### src/rtl/irqv_pkg.sv
package irqv_pkg;
    typedef enum logic [1:0] {
        ST_IDLE = 2'd0,
        ST_ACK  = 2'd1,
        ST_WAIT = 2'd2
    } irqv_state_e;
endpackage

### src/rtl/irqv_sync.sv
module irqv_sync #(
    parameter int          W       = 4,
    parameter logic [W-1:0] RST_VAL = '1
) (
    input  logic         clk,
    input  logic         rst_n,
    input  logic [W-1:0] d,
    output logic [W-1:0] q
);
    always_ff @(posedge clk or negedge rst_n) begin
        if (!rst_n) q <= RST_VAL;
        else        q <= d;
    end
endmodule

### src/rtl/irqv_offset_regs.sv
module irqv_offset_regs #(
    parameter int               OFF_W    = 16,
    parameter logic [OFF_W-1:0] EXT_RST  = '0,
    parameter logic [OFF_W-1:0] CRIT_RST = '0
) (
    input  logic             clk,
    input  logic             rst_n,
    input  logic             we,
    input  logic             sel,
    input  logic [OFF_W-1:0] wdata,
    output logic [OFF_W-1:0] ext_off,
    output logic [OFF_W-1:0] crit_off
);
    localparam int NREG = 2;
    logic [OFF_W-1:0] regs [NREG];

    for (genvar g = 0; g < NREG; g++) begin : g_reg
        localparam logic [OFF_W-1:0] RV = (g == 0) ? EXT_RST : CRIT_RST;
        always_ff @(posedge clk or negedge rst_n) begin
            if (!rst_n)                         regs[g] <= RV;
            else if (we && (int'(sel) == g))    regs[g] <= wdata;
        end
    end

    assign ext_off  = regs[0];
    assign crit_off = regs[1];
endmodule

### src/rtl/irqv_vec_mux.sv
module irqv_vec_mux #(
    parameter int OFF_W   = 16,
    parameter int CTX_W   = 4,
    parameter bit HAS_CTX = 1'b1,
    localparam int ADDR_W = OFF_W - CTX_W
) (
    input  logic              use_crit,
    input  logic              use_auto,
    input  logic [OFF_W-1:0]  bus,
    input  logic [OFF_W-1:0]  ext_off,
    input  logic [OFF_W-1:0]  crit_off,
    output logic [ADDR_W-1:0] addr,
    output logic [CTX_W-1:0]  ctx
);
    logic [OFF_W-1:0] reg_pick;
    logic [OFF_W-1:0] src;

    always_comb begin
        reg_pick = use_crit ? crit_off : ext_off;
        src      = use_auto ? reg_pick : bus;
        addr     = src[OFF_W-1:CTX_W];
    end

    if (HAS_CTX) begin : g_ctx
        assign ctx = use_auto ? '0 : bus[CTX_W-1:0];
    end else begin : g_noctx
        assign ctx = '0;
    end
endmodule

### src/rtl/irq_vector_sel.sv
module irq_vector_sel #(
    parameter int               OFF_W    = 16,
    parameter int               CTX_W    = 4,
    parameter bit               HAS_CTX  = 1'b1,
    parameter logic [OFF_W-1:0] EXT_RST  = 16'h1230,
    parameter logic [OFF_W-1:0] CRIT_RST = 16'h0F80,
    localparam int              ADDR_W   = OFF_W - CTX_W
) (
    input  logic              clk,
    input  logic              rst_n,
    input  logic              crit_req_n,
    input  logic              ext_req_n,
    input  logic              autovec_n,
    input  logic [OFF_W-1:0]  voff_in,
    input  logic              int_enable,
    input  logic              core_ready,
    input  logic              cfg_we,
    input  logic              cfg_sel,
    input  logic [OFF_W-1:0]  cfg_wdata,
    output logic [ADDR_W-1:0] vec_offset,
    output logic [CTX_W-1:0]  ctx_sel,
    output logic              vec_crit,
    output logic              iack
);
    import irqv_pkg::*;

    localparam int SYNC_W = OFF_W + 3;

    logic [SYNC_W-1:0] sync_q;
    logic              crit_s, ext_s, auto_s;
    logic [OFF_W-1:0]  bus_s;
    logic [OFF_W-1:0]  ext_off, crit_off;
    logic [ADDR_W-1:0] mux_addr;
    logic [CTX_W-1:0]  mux_ctx;
    logic              take;
    irqv_state_e       state_q, state_d;

    // a single register stage on the request, autovector and bus inputs
    irqv_sync #(.W(SYNC_W), .RST_VAL({3'b111, {OFF_W{1'b0}}})) u_sync (
        .clk   (clk),
        .rst_n (rst_n),
        .d     ({crit_req_n, ext_req_n, autovec_n, voff_in}),
        .q     (sync_q)
    );

    always_comb begin
        crit_s = !sync_q[SYNC_W-1];
        ext_s  = !sync_q[SYNC_W-2];
        auto_s = !sync_q[SYNC_W-3];
        bus_s  = sync_q[OFF_W-1:0];
    end

    irqv_offset_regs #(.OFF_W(OFF_W), .EXT_RST(EXT_RST), .CRIT_RST(CRIT_RST)) u_regs (
        .clk      (clk),
        .rst_n    (rst_n),
        .we       (cfg_we),
        .sel      (cfg_sel),
        .wdata    (cfg_wdata),
        .ext_off  (ext_off),
        .crit_off (crit_off)
    );

    // the critical request decides the source when both are pending
    irqv_vec_mux #(.OFF_W(OFF_W), .CTX_W(CTX_W), .HAS_CTX(HAS_CTX)) u_mux (
        .use_crit (crit_s),
        .use_auto (auto_s),
        .bus      (bus_s),
        .ext_off  (ext_off),
        .crit_off (crit_off),
        .addr     (mux_addr),
        .ctx      (mux_ctx)
    );

    assign take = int_enable && (crit_s || ext_s);

    always_comb begin
        state_d = state_q;
        unique case (state_q)
            ST_IDLE: if (take)       state_d = ST_ACK;
            ST_ACK:                  state_d = ST_WAIT;
            ST_WAIT: if (core_ready) state_d = ST_IDLE;
            default:                 state_d = ST_IDLE;
        endcase
    end

    always_ff @(posedge clk or negedge rst_n) begin
        if (!rst_n) state_q <= ST_IDLE;
        else        state_q <= state_d;
    end

    // the vector outputs load only on the take transition
    always_ff @(posedge clk or negedge rst_n) begin
        if (!rst_n) begin
            vec_offset <= '0;
            ctx_sel    <= '0;
            vec_crit   <= 1'b0;
        end else if (state_q == ST_IDLE && take) begin
            vec_offset <= mux_addr;
            ctx_sel    <= mux_ctx;
            vec_crit   <= crit_s;
        end
    end

    always_comb begin
        iack = 1'b0;
        unique case (state_q)
            ST_ACK:  iack = 1'b1;
            default: iack = 1'b0;
        endcase
    end

    assert_ack_pulse_R7: assert property (@(posedge clk) disable iff (!rst_n)
        iack |=> !iack);

    assert_ack_after_take_R1: assert property (@(posedge clk) disable iff (!rst_n)
        $rose(iack) |-> $past(int_enable && (crit_s || ext_s)));

    assert_crit_first_R6: assert property (@(posedge clk) disable iff (!rst_n)
        $rose(iack) |-> (vec_crit == $past(crit_s)));

    assert_hold_off_R8: assert property (@(posedge clk) disable iff (!rst_n)
        (state_q == ST_WAIT && !core_ready) |=> !iack);

    assert_auto_ctx_zero_R2: assert property (@(posedge clk) disable iff (!rst_n)
        ($rose(iack) && $past(auto_s)) |-> (ctx_sel == '0));

    assert_hold_vec_R12: assert property (@(posedge clk) disable iff (!rst_n)
        !iack |-> ($stable(vec_offset) && $stable(ctx_sel) && $stable(vec_crit)));

    assert_no_ctx_R5: assert property (@(posedge clk) disable iff (!rst_n)
        !HAS_CTX |-> (ctx_sel == '0));
endmodule

### config.mk
export PLATFORM = sky130hd
export DESIGN_NAME = irq_vector_sel
export DESIGN_NICKNAME = d
export VERILOG_FILES = /design/src/rtl/irqv_pkg.sv /design/src/rtl/irqv_sync.sv /design/src/rtl/irqv_offset_regs.sv /design/src/rtl/irqv_vec_mux.sv /design/src/rtl/irq_vector_sel.sv
export SDC_FILE = /design/constraint.sdc
export NUM_CORES = 1
export LEC_CHECK = 0
export BUFFER_PORTS_ARGS = -buffer_cell sky130_fd_sc_hd__buf_2
export CAP_MARGIN = 10
export CORE_ASPECT_RATIO = 1.75
export CORE_MARGIN = 2
export CORE_UTILIZATION = 45
export DETAILED_ROUTE_END_ITERATION = 10
export GPL_ROUTABILITY_DRIVEN = 0
export PLACE_DENSITY = 0.69
export SETUP_SLACK_MARGIN = 0.5
export SLEW_MARGIN = 20
export SYNTH_ARGS = -nofsm -noshare
export SYNTH_HDL_FRONTEND = slang
export SYNTH_SLANG_ARGS = --single-unit
### constraint.sdc
create_clock -name clk -period 2 [get_ports clk]
set_input_delay 0.2 -clock clk [delete_from_list [all_inputs] [get_ports clk]]
set_output_delay 0.2 -clock clk [all_outputs]
set_load 0.01 [all_outputs]
==> flow_metrics.tcl, run 1 <==
set metrics [dict create \
    outcome "finished, final reports clean" \
    design.portCount 59 \
    final-max-slew-violation-count 0 \
    gr-total-overflow 0 \
    timing.critical_path.cells "buf_4 -> and2_1 -> buf_6 -> o21ai_0 -> o21ai_1" \
    first_global_vias 1624 \
    synth-edff-count 0 \
    multi_input_area_um2 778 \
    detail_route.first_pass.iterations 4 \
    worst_ep_arrival_time_ns 1.67 \
    ys.warnings.count 0 \
    dp.final_hpwl_mm 3.08 \
    fp-row-count 35 \
    detailedRoute.firstIterationViolations 70 \
    postSynth.topFlopCell "sky130_fd_sc_hd__dfrtp_1" \
    maximum_number_of_pins_on_one_net_before_global_route_repair 30 \
    core_area_mm2 0.00521 \
    slew_headroom_pct 58.9 \
    buffer_type_at_the_clock_tree_root "sky130_fd_sc_hd__clkbuf_8" \
    dieArea_mm2 0.00595 \
    min_delay_worst_endpoint "u_regs.ext_off[7]" \
    final_common_cell "sky130_fd_sc_hd__buf_2" \
    design.final.nets 291 \
    insertion_delay_ns 0.33 \
    cts_max_level 3 \
    drcViolationCount 0 \
    synth_nets 209 \
    worst_r2r_endpoint "ctx_sel[3]" \
    critical_path.reg2reg.startpoint "u_sync.q[18]" \
    cpMaxStageDelayCell "sky130_fd_sc_hd__dfstp_2" \
    postRouteAntennaNets 0 \
    hold-path-cell-count 2 \
    hold_start "cfg_wdata[7]" \
    reg2reg_depth 5 \
    synthTopCellsByArea "sky130_fd_sc_hd__dfrtp_1 52%, sky130_fd_sc_hd__mux2_2 17%, sky130_fd_sc_hd__dfstp_2 13%, sky130_fd_sc_hd__o21ai_0 5.2%, sky130_fd_sc_hd__mux2i_1 5.0%" \
    first_pass_grt_wire_length_mm 7.51 \
    register_area_mm2 0.00157 \
    die_height_um 101 \
    largest_clock_skew_in_the_final_design_ns 0.00716 \
    cp_max_fo 17 \
    layout_min_cycle_time_ns 1.43 \
    vias_per_cell 5.21 \
    route.final.wire_length_mm 4.91 \
    cp_data_required_time_ns 2.24 \
    worst_hold_path_type "input pin to flop" \
    cell_taking_the_most_area_after_synthesis "sky130_fd_sc_hd__dfrtp_1" \
    cts_inserted_buffers 9 \
    maxClockFrequency_mhz 701 \
    port-buffer-count 54 \
    post_synth_num_cell_types 20 \
    leakagePower_nw 1.49 \
    netlist_instances 168 \
    cp-end-kind "flop" \
    nFillCells 411 \
    detail_route.wl_per_cell_um 15.8 \
    ff2ff_setup_slack_ns 0.57 \
    rsz_0062_raised_after_global_routing "true" \
    tritoncts "built" \
    setup_violations 0 \
    synthDominantCellAreaShare_pct 52.2 \
    dp.cells 272 \
    floorplan.initialDensity_pct 46.0 \
    period_share_pct 71.4 \
    synth_area_per_cell_um2 14.3 \
    chipWidth_um 59.2 \
    cp_slowest_stage_delay_ns 0.54 \
    max-clock-path-buffers 2 \
    count_of_maximum_capacitance_violations 0 \
    drive_above_1_share_pct 50.6 \
    irDropWorstVdd_uv 629 \
    path_clk_slew_ns 0.07 \
    area_delta_synth_final_pct 32.0 \
    fin_total_pwr_mw 3.45 \
    synth.cell_area_mm2 0.00240 \
    layout_common_cells "54 x sky130_fd_sc_hd__buf_2, 50 x sky130_fd_sc_hd__dfrtp_1, 36 x sky130_fd_sc_hd__mux2_2" \
    worstMarginPinSlew_ns 0.617 \
    grt_use_total_pct 17.6 \
    hold_violations 0 \
    final-instance-count-excl-fill 310 \
    power-per-cell-area_mw_per_mm2 1090 \
    setup-tns-final_ns 0 \
    worstSetupStartpointType "flop" \
    diodes 0 \
    worstSetupStartpoint "u_sync.q[18]" \
    synth_seq_cells 62 \
    vias 1614 \
    synth-async-reset-ratio_pct 100 \
    criticalPathCategory "flop to flop" \
    synth-seq-area-share_pct 65.3 \
    initial_antenna_violation_count 0 \
    cts.sinks 62 \
]
[how the worst max path moves through the flow]
stage | slack, ns | endpoint
after CTS | 0.49 | ctx_sel[3]
after detailed placement | 0.29 | ctx_sel[3]
after floorplan | 0.50 | vec_offset[10]
after global routing | 0.48 | ctx_sel[3]
final | 0.57 | ctx_sel[3]
after global placement | 0.35 | vec_offset[0]
[synthesized netlist by cell type, types with 3 or more instances]
| library cell | count |
|---|---|
| sky130_fd_sc_hd__dfrtp_1 | 50 |
| sky130_fd_sc_hd__mux2_2 | 36 |
| sky130_fd_sc_hd__o21ai_0 | 25 |
| sky130_fd_sc_hd__dfstp_2 | 12 |
| sky130_fd_sc_hd__mux2i_1 | 12 |
| sky130_fd_sc_hd__o21ai_1 | 8 |
| sky130_fd_sc_hd__clkbuf_1 | 6 |
| sky130_fd_sc_hd__nand2_1 | 5 |
| sky130_fd_sc_hd__buf_2 | 3 |
[kinds of logic (layout without fill, tap and decap cells)]
group                  count (synthesis)  count (layout)  synth area share [%]
AO/OA/AOI/OAI                         35              35                  7.56
buffers and inverters                 12              98                  2.82
flip-flops                            62              62                  65.3
multiplexers                          48              48                  21.9
AND/OR/NAND/NOR                       11              12                  2.40
[metal layers]
metal	global-route usage, %	vias to the layer above	share of wire, %
met4	7.87	0	1.5
met5	0	-	0
met2	29.6	48	53
li1	-	753	-
met3	5.01	5	4.7
met1	20.2	808	41
[power by group]
group          switching, mW  leakage, nW  internal (mW)  total (mW)
clock                  0.436        0.115          0.707        1.14
combinational          0.331        0.649          0.349       0.680
sequential             0.116        0.728           1.51        1.63
[worst max-delay path, delay by kind of cell, from the launching register on]
family	cells	cell delay [ns]
flip-flops	1	0.54
buffers and inverters	2	0.37
AND/OR/NAND/NOR	1	0.25
AO/OA/AOI/OAI	2	0.19
[layout make-up]
| class | instances | area share (%) |
|---|---|---|
| Timing Repair Buffer | 81 | 16.8 |
| Multi-Input combinational cell | 95 | 24.6 |
| Inverter | 1 | 0.119 |
| Sequential cell | 62 | 49.5 |
| Clock inverter | 3 | 1.26 |
| Clock buffer | 13 | 5.65 |
| Tap cell | 55 | 2.17 |
[registers in the layout (all words and copies together), names as in the netlist]
| register | flops |
|---|---|
| u_sync.q | 19 |
| u_regs.crit_off | 12 |
| u_regs.ext_off | 12 |
| vec_offset | 12 |
| ctx_sel | 4 |
| state_q | 2 |
| vec_crit | 1 |
[repair_timing]
item / in CTS / in global routing
hold buffers: 20 / 0
gates cloned: 0 / 1
setup buffers: 1 / 0
hold endpoints to repair: 41 / 0
endpoints found under the setup margin: 18 / 13
pin swaps: 0 / 1
resized for setup: 2 / 8
[per-stage QoR]
stage                     area (um^2)  util [%]  hold slack [ns]  setup slack [ns]
after global routing             3170      60.8            0.112             0.485
after global placement           2720      52.2            0.242             0.346
after floorplan                  2400         -          -0.0956             0.497
after detailed placement         2720      52.2            0.244             0.294
final                            3170      60.8            0.119             0.573
after CTS                        3150      60.4            0.110             0.488
(Power assumes the default switching activity.)
==> run 2, diff against run 1 <==
--- a/config.mk
+++ b/config.mk
@@ -5,6 +5,7 @@
 export SDC_FILE = /design/constraint.sdc
 export NUM_CORES = 1
 export LEC_CHECK = 0
+export ABC_AREA = 1
 export BUFFER_PORTS_ARGS = -buffer_cell sky130_fd_sc_hd__buf_2
 export CAP_MARGIN = 10
 export CORE_ASPECT_RATIO = 1.75
==> constraint.sdc (replaced) <==
create_clock -name clk -period 1.4 [get_ports clk]
set_input_delay 0.14 -clock clk [delete_from_list [all_inputs] [get_ports clk]]
set_output_delay 0.14 -clock clk [all_outputs]
set_load 0.01 [all_outputs]
==> run 2 against run 1 <==
  * Setup slack lost 0.41 ns
  * Register-to-register slack lost 0.41 ns
  * First-iteration DRC count shrank 16%
  * Die area grew 0.39%
  * Clock-buffer cell count shrank 1
  * Global-route usage grew 2.6 points
  * Routed wire length grew 12%
  * Power grew 49%
  * Clock skew shrank 0.00091 ns
  * Non-clock buffer count grew 21
  * Worst hold slack lost 0.085 ns
==> flow_metrics.tcl, run 2 <==
set metrics [dict create \
    ys.warnings.count 0 \
    drcViolationCount 0 \
    detail_route.first_pass.iterations 4 \
    cts.sinks 62 \
    diodes 0 \
    layout_min_cycle_time_ns 1.24 \
    worst_hold_path_type "input pin to flop" \
    worstSetupStartpointType "flop" \
    first_global_vias 1903 \
    netlist_instances 246 \
    postLayoutCellArea_mm2 0.00350 \
    synth_nets 287 \
    area_delta_synth_final_pct 45.5 \
    final_common_cell "sky130_fd_sc_hd__nand2_1" \
    detail_route.wl_per_cell_um 13.4 \
    cp-end-kind "flop" \
    cts_inserted_buffers 9 \
    rsz_0062_raised_after_global_routing "true" \
    synth_adder_area_share_pct 0 \
    period_share_pct 88.4 \
    largest_clock_skew_in_the_final_design_ns 0.00625 \
    synth_seq_cells 62 \
    met2_length_mm 2.91 \
    synthTopCellsByArea "sky130_fd_sc_hd__dfrtp_1 52%, sky130_fd_sc_hd__nand2_1 14%, sky130_fd_sc_hd__dfstp_2 13%, sky130_fd_sc_hd__nand3_1 5.8%, sky130_fd_sc_hd__o21ai_0 5.0%" \
    maximum_number_of_pins_on_one_net_before_global_route_repair 63 \
    setup_ws_post_layout_ns 0.162 \
    design.final.nets 391 \
    hold_violations 0 \
    postSynth.topFlopCell "sky130_fd_sc_hd__dfrtp_1" \
    vias_per_cell 4.72 \
    yosysMostFrequentCell "sky130_fd_sc_hd__nand2_1" \
    vias 1937 \
    cts_max_level 3 \
    share_of_the_synthesized_area_in_compound_gates_ao_oa_aoi_oai_pct 5.30 \
    leakagePower_nw 1.79 \
    wl_met3_um 211 \
    dieArea_mm2 0.00598 \
    irDropWorstVdd_uv 980 \
    design.portCount 59 \
    grt_use_total_pct 20.2 \
    postRouteAntennaNets 0 \
    criticalPathCategory "flop to flop" \
    chipWidth_um 59.3 \
    post_synth_num_cell_types 18 \
    worst_ep_arrival_time_ns 1.46 \
    floorplan.initialDensity_pct 46.2 \
    dpl_cell_area_mm2 0.00273 \
    port-buffer-count 54 \
    tritoncts "built" \
    fp-row-count 35 \
    power-per-cell-area_mw_per_mm2 1470 \
    highest-signal-layer "met4" \
    main_combinational_cell_family_by_area_after_synthesis "simple AND/OR/NAND/NOR gates" \
    detailedRoute.firstIterationViolations 59 \
    synth-seq-area-share_pct 65.0 \
    routedLengthMet1_mm 2.19 \
    yosys.area_share.xor_xnor_pct 0 \
    synth_area_per_cell_um2 9.79 \
    cell_taking_the_most_area_after_synthesis "sky130_fd_sc_hd__dfrtp_1" \
    core_area_mm2 0.00521 \
    slew_headroom_pct 78.6 \
    layout_common_cells "75 x sky130_fd_sc_hd__nand2_1, 53 x sky130_fd_sc_hd__buf_2, 50 x sky130_fd_sc_hd__dfrtp_1" \
    maxClockFrequency_mhz 808 \
    initial_antenna_violation_count 0 \
    first_pass_grt_wire_length_mm 8.81 \
    route.final.wire_length_mm 5.48 \
    drive_above_1_share_pct 42.3 \
    cp_max_fo 7 \
    buffer_type_at_the_clock_tree_root "sky130_fd_sc_hd__clkbuf_8" \
    yosys.area_share.simple_pct 24.0 \
    setup_violations 0 \
    outcome "finished, final reports clean" \
    insertion_delay_ns 0.33 \
    top_register "u_sync.q" \
    gr-total-overflow 0 \
    die_height_um 101 \
    netlist_top_cells_count "87 x sky130_fd_sc_hd__nand2_1, 50 x sky130_fd_sc_hd__dfrtp_1, 28 x sky130_fd_sc_hd__nand3_1" \
    worstMarginPinSlew_ns 0.321 \
    count_of_maximum_capacitance_violations 0 \
    detailedPlace.worstSlack_ns 0.164 \
    max-clock-path-buffers 2 \
    synth_mux_area_share_pct 0 \
    synth-edff-count 0 \
    setup-tns-final_ns 0 \
    final-max-slew-violation-count 0 \
    largest_register_ff_count 19 \
    synthDominantCellAreaShare_pct 51.9 \
    dp.final_hpwl_mm 3.01 \
    cp_data_required_time_ns 1.62 \
    synth.cell_area_mm2 0.00241 \
    synth-async-reset-ratio_pct 100 \
    path_clk_slew_ns 0.07 \
]
==> run 2: cell count changes after synthesis, moves of 4 or more <==
cell | previous run | this run
sky130_fd_sc_hd__nand2_1 | 5 | 87
sky130_fd_sc_hd__mux2_2 | 36 | 0
sky130_fd_sc_hd__nand3_1 | 0 | 28
sky130_fd_sc_hd__inv_1 | 1 | 15
sky130_fd_sc_hd__mux2i_1 | 12 | 0
sky130_fd_sc_hd__o21ai_1 | 8 | 0
sky130_fd_sc_hd__or2_1 | 1 | 8
sky130_fd_sc_hd__clkbuf_1 | 6 | 2
sky130_fd_sc_hd__or2_2 | 0 | 4
==> run 2: logic make-up (layout without fill, tap and decap cells) <==
family	Yosys count	in the layout
DFF	62	62
buffers and inverters	28	137
AOI/OAI and AO/OA	25	25
and+or+nand+nor	131	131
==> run 2: metrics by stage <==
step / instances / utilization [%] / total power [mW] / hold WS, ns
final: 410 / 67.3 / 5.14 / 0.0346
after global routing: 410 / 67.3 / 5.42 / 0.0443
after CTS: 401 / 64.1 / 4.97 / 0.0199
after detailed placement: 350 / 52.4 / 3.18 / 0.178
after global placement: 350 / 52.4 / 3.15 / 0.168
after floorplan: 246 / - / 2.81 / -0.156
==> run 2: report_power, final <==
part	leakage, nW	internal [mW]	switching, mW
combinational	0.949	0.656	0.626
clock	0.106	0.910	0.647
sequential	0.737	2.13	0.171
total	1.79	3.70	1.44
==> run 2: path summary, 6_finish.rpt <==
kind | to | slack [ns] | cells past startpoint | start
hold reg to reg | ctx_sel[3] | 0.47 | 2 | ctx_sel[3]
min in group asynchronous | vec_offset[0] | 0.34 | 3 | rst_n
setup / recovery | vec_offset[8] | 0.16 | 6 | u_sync.q[18]
hold / removal | u_regs.ext_off[12] | 0.03 | 3 | cfg_wdata[12]
max in group asynchronous | u_regs.crit_off[8] | 0.75 | 3 | rst_n
setup reg to reg | vec_offset[8] | 0.16 | 6 | u_sync.q[18]
==> run 2: final cells by class <==
class / count / area [um^2]
fillers: 385 / 1710
multi-input cells: 156 / 836
inverters: 18 / 85.1
well taps: 55 / 68.8
flip-flops and latches: 62 / 1570
clock buffers: 12 / 155
repair inverters: 1 / 6.26
repair buffers: 102 / 742
clock inverters: 4 / 45.0
==> run 2: worst max-delay path, stage by stage, from the launching register on <==
cell and delay, ns:
sky130_fd_sc_hd__dfstp_2 0.58, sky130_fd_sc_hd__clkinvlp_4 0.13, sky130_fd_sc_hd__buf_12 0.16, sky130_fd_sc_hd__nand2_2 0.06, sky130_fd_sc_hd__nand3_2 0.08, sky130_fd_sc_hd__nand3_2 0.08
sky130_fd_sc_hd__nand2_1 0.05
==> run 2: timing repair <==
item / CTS / global route
pin swaps: 13 / 12
setup buffers: 13 / 9
setup endpoints to repair: 36 / 36
endpoints found under the hold margin: 70 / 0
cloned: 1 / 0
hold buffers: 21 / 0
resized for setup: 21 / 23
==> run 2: metal layers <==
layer / vias to the layer above / track usage (%)
met5: - / 0
met4: 0 / 11.2
met3: 14 / 5.13
met2: 45 / 32.2
met1: 899 / 24.3
li1: 979 / -
==> run 3, diff against run 2 <==
--- a/config.mk
+++ b/config.mk
@@ -13,9 +13,10 @@
 export CORE_UTILIZATION = 45
 export DETAILED_ROUTE_END_ITERATION = 10
 export GPL_ROUTABILITY_DRIVEN = 0
-export PLACE_DENSITY = 0.69
+export PLACE_DENSITY = 0.67
 export SETUP_SLACK_MARGIN = 0.5
 export SLEW_MARGIN = 20
 export SYNTH_ARGS = -nofsm -noshare
 export SYNTH_HDL_FRONTEND = slang
+export SYNTH_HIERARCHICAL = 1
 export SYNTH_SLANG_ARGS = --single-unit
==> run 3 against run 2 <==
  * Die area grew 12%
  * Global-route usage shrank 0.93 points
  * Clock power shrank 12%
  * Combinational power grew 5%
  * Via count grew 15%
  * Largest cell class unchanged
  * Largest power group unchanged
  * Highest routed layer unchanged
==> flow_metrics.tcl, run 3 <==
set metrics [dict create \
    logic_pwr_share_pct 27.0 \
    gr-total-overflow 0 \
    cell_internal_pwr_mw 3.54 \
    power_switching_share_pct 29.0 \
    die_height_um 107 \
    worstSetupStartpointType "flop" \
    leakagePower_nw 1.99 \
    first_pass_grt_wire_length_mm 9.94 \
    multi_input_area_um2 921 \
    synth.cell_area_mm2 0.00273 \
    layout_min_cycle_time_ns 1.20 \
    power-per-cell-area_mw_per_mm2 1380 \
    irDropWorstVdd_uv 624 \
    outcome "finished, final reports clean" \
    diodes 0 \
    power_frac_seq_pct 45.5 \
    drcViolationCount 0 \
    initial_antenna_violation_count 0 \
    postRouteAntennaNets 0 \
    maximum_number_of_pins_on_one_net_before_global_route_repair 63 \
    floorplan.initialDensity_pct 46.4 \
    timing.critical_path.cells "nand2_2 -> buf_4 -> nand4_1 -> nand2_1" \
    setup_violations 0 \
    buffer_type_at_the_clock_tree_root "sky130_fd_sc_hd__clkbuf_8" \
    register_area_mm2 0.00157 \
    fp-row-count 37 \
    insertion_delay_ns 0.35 \
    setup_ws_post_layout_ns 0.198 \
    cts_inserted_buffers 9 \
    cp-end-kind "flop" \
    tritoncts "built" \
    layout_common_cells "124 x sky130_fd_sc_hd__nand2_1, 54 x sky130_fd_sc_hd__buf_2, 50 x sky130_fd_sc_hd__dfrtp_1" \
    clkPwrFrac_pct 27.5 \
    core_area_mm2 0.00588 \
    chipWidth_um 62.8 \
    first_global_vias 2228 \
    detailedRoute.firstIterationViolations 91 \
    largest_register_ff_count 19 \
    worst_hold_path_type "input pin to flop" \
    largest_clock_skew_in_the_final_design_ns 0.00973 \
    detail_route.first_pass.iterations 4 \
    setup-tns-final_ns 0 \
    cts.sinks 62 \
    maxClockFrequency_mhz 832 \
    dieArea_mm2 0.00672 \
    cts_max_level 3 \
    synth_area_per_cell_um2 8.77 \
    cp.buffers_inverters 1 \
    cp_max_fo 9 \
    netlist_instances 311 \
    dp.final_hpwl_mm 3.74 \
    hold_violations 0 \
    nFillCells 518 \
    top_register "u_sync/q" \
    worst_ep_arrival_time_ns 1.44 \
    cp_data_required_time_ns 1.63 \
    port-buffer-count 54 \
    route.final.wire_length_mm 5.72 \
    switching_power_summed_over_all_nets_mw 1.45 \
    drive_above_1_share_pct 31.6 \
    cpMaxStageDelayCell "sky130_fd_sc_hd__dfstp_2" \
    criticalPathCategory "flop to flop" \
    cp_slowest_stage_delay_ns 0.58 \
    vias_per_cell 4.57 \
    design.final.nets 447 \
    period_share_pct 85.9 \
    ys.warnings.count 6 \
    final_common_cell "sky130_fd_sc_hd__nand2_1" \
    final-max-slew-violation-count 0 \
    detail_route.wl_per_cell_um 11.7 \
    grt_use_total_pct 19.3 \
    path_clk_slew_ns 0.06 \
    rsz_0062_raised_after_global_routing "true" \
    max-clock-path-buffers 2 \
    slew_headroom_pct 75.1 \
    worstMarginPinSlew_ns 0.373 \
    count_of_maximum_capacitance_violations 0 \
    design.portCount 59 \
    detailedPlace.worstSlack_ns 0.132 \
    area_delta_synth_final_pct 32.8 \
    synth_nets 352 \
    vias 2233 \
    timing.critical_path.max_delay_family "flip-flops" \
]
run 3: layer usage:
layer | up-vias | routed length [um] | global-route usage, %
met2 | 45 | 2990 | 33.7
met5 | - | 0 | 0
li1 | 1153 | - | -
met4 | 0 | 201 | 12.4
met1 | 1018 | 2320 | 20.2
met3 | 17 | 197 | 5.04
run 3: final timing paths:
kind / to / slack (ns) / cells after the start / start
worst max-delay path: vec_offset[4] / 0.20 / 4 / u_sync/q[18]
worst min-delay path: u_regs/ext_off[5] / 0.02 / 3 / cfg_wdata[5]
worst max register to register: vec_offset[4] / 0.20 / 4 / u_sync/q[18]
worst min register to register: u_regs/crit_off[11] / 0.46 / 2 / u_regs/crit_off[11]
max in group asynchronous: u_regs/crit_off[7] / 0.76 / 3 / rst_n
min in group asynchronous: u_sync/q[13] / 0.32 / 3 / rst_n
run 3: what timing repair did:
item | 4_1_cts | 5_1_grt
gates cloned | 0 | 0
hold endpoints to repair | 70 | 0
setup endpoints to repair | 36 | 36
hold buffers | 21 | 0
resized for setup | 13 | 3
setup buffers | 13 | 8
pin swaps | 33 | 1
run 3: layout make-up:
class                   instances  area share (%)
clock inverters                 1           0.138
clock buffers                  15            4.60
multi-input cells             195            25.4
flip-flops and latches         62            43.3
inverters                      35            4.25
repair buffers                103            19.6
well taps                      78            2.70
run 3: through the flow:
step | hold WS [ns] | area [um^2] | util [%] | total power, mW | std cells
2_1_floorplan | -0.156 | 2770 | - | 2.92 | 311
3_3_place_gp | 0.165 | 3040 | 51.7 | 3.24 | 431
3_5_place_dp | 0.172 | 3040 | 51.7 | 3.28 | 431
4_1_cts | 0.00378 | 3550 | 60.4 | 4.90 | 481
5_1_grt | 0.0204 | 3620 | 61.6 | 5.30 | 489
6_report | 0.0189 | 3620 | 61.6 | 4.98 | 489
run 3: power by group through the flow:
stage               Combinational, mW  Sequential, mW  Clock (mW)
finish                           1.35            2.27        1.37
global route                     1.51            2.31        1.48
CTS                              1.23            2.26        1.41
detailed placement              0.966            2.31           0
global placement                0.948            2.30           0
floorplan                       0.540            2.38           0
run 3: worst min-delay path, stage by stage:
cell,delay (ns)
sky130_fd_sc_hd__buf_2,0.10
sky130_fd_sc_hd__nand3_1,0.07
sky130_fd_sc_hd__nand2_1,0.05
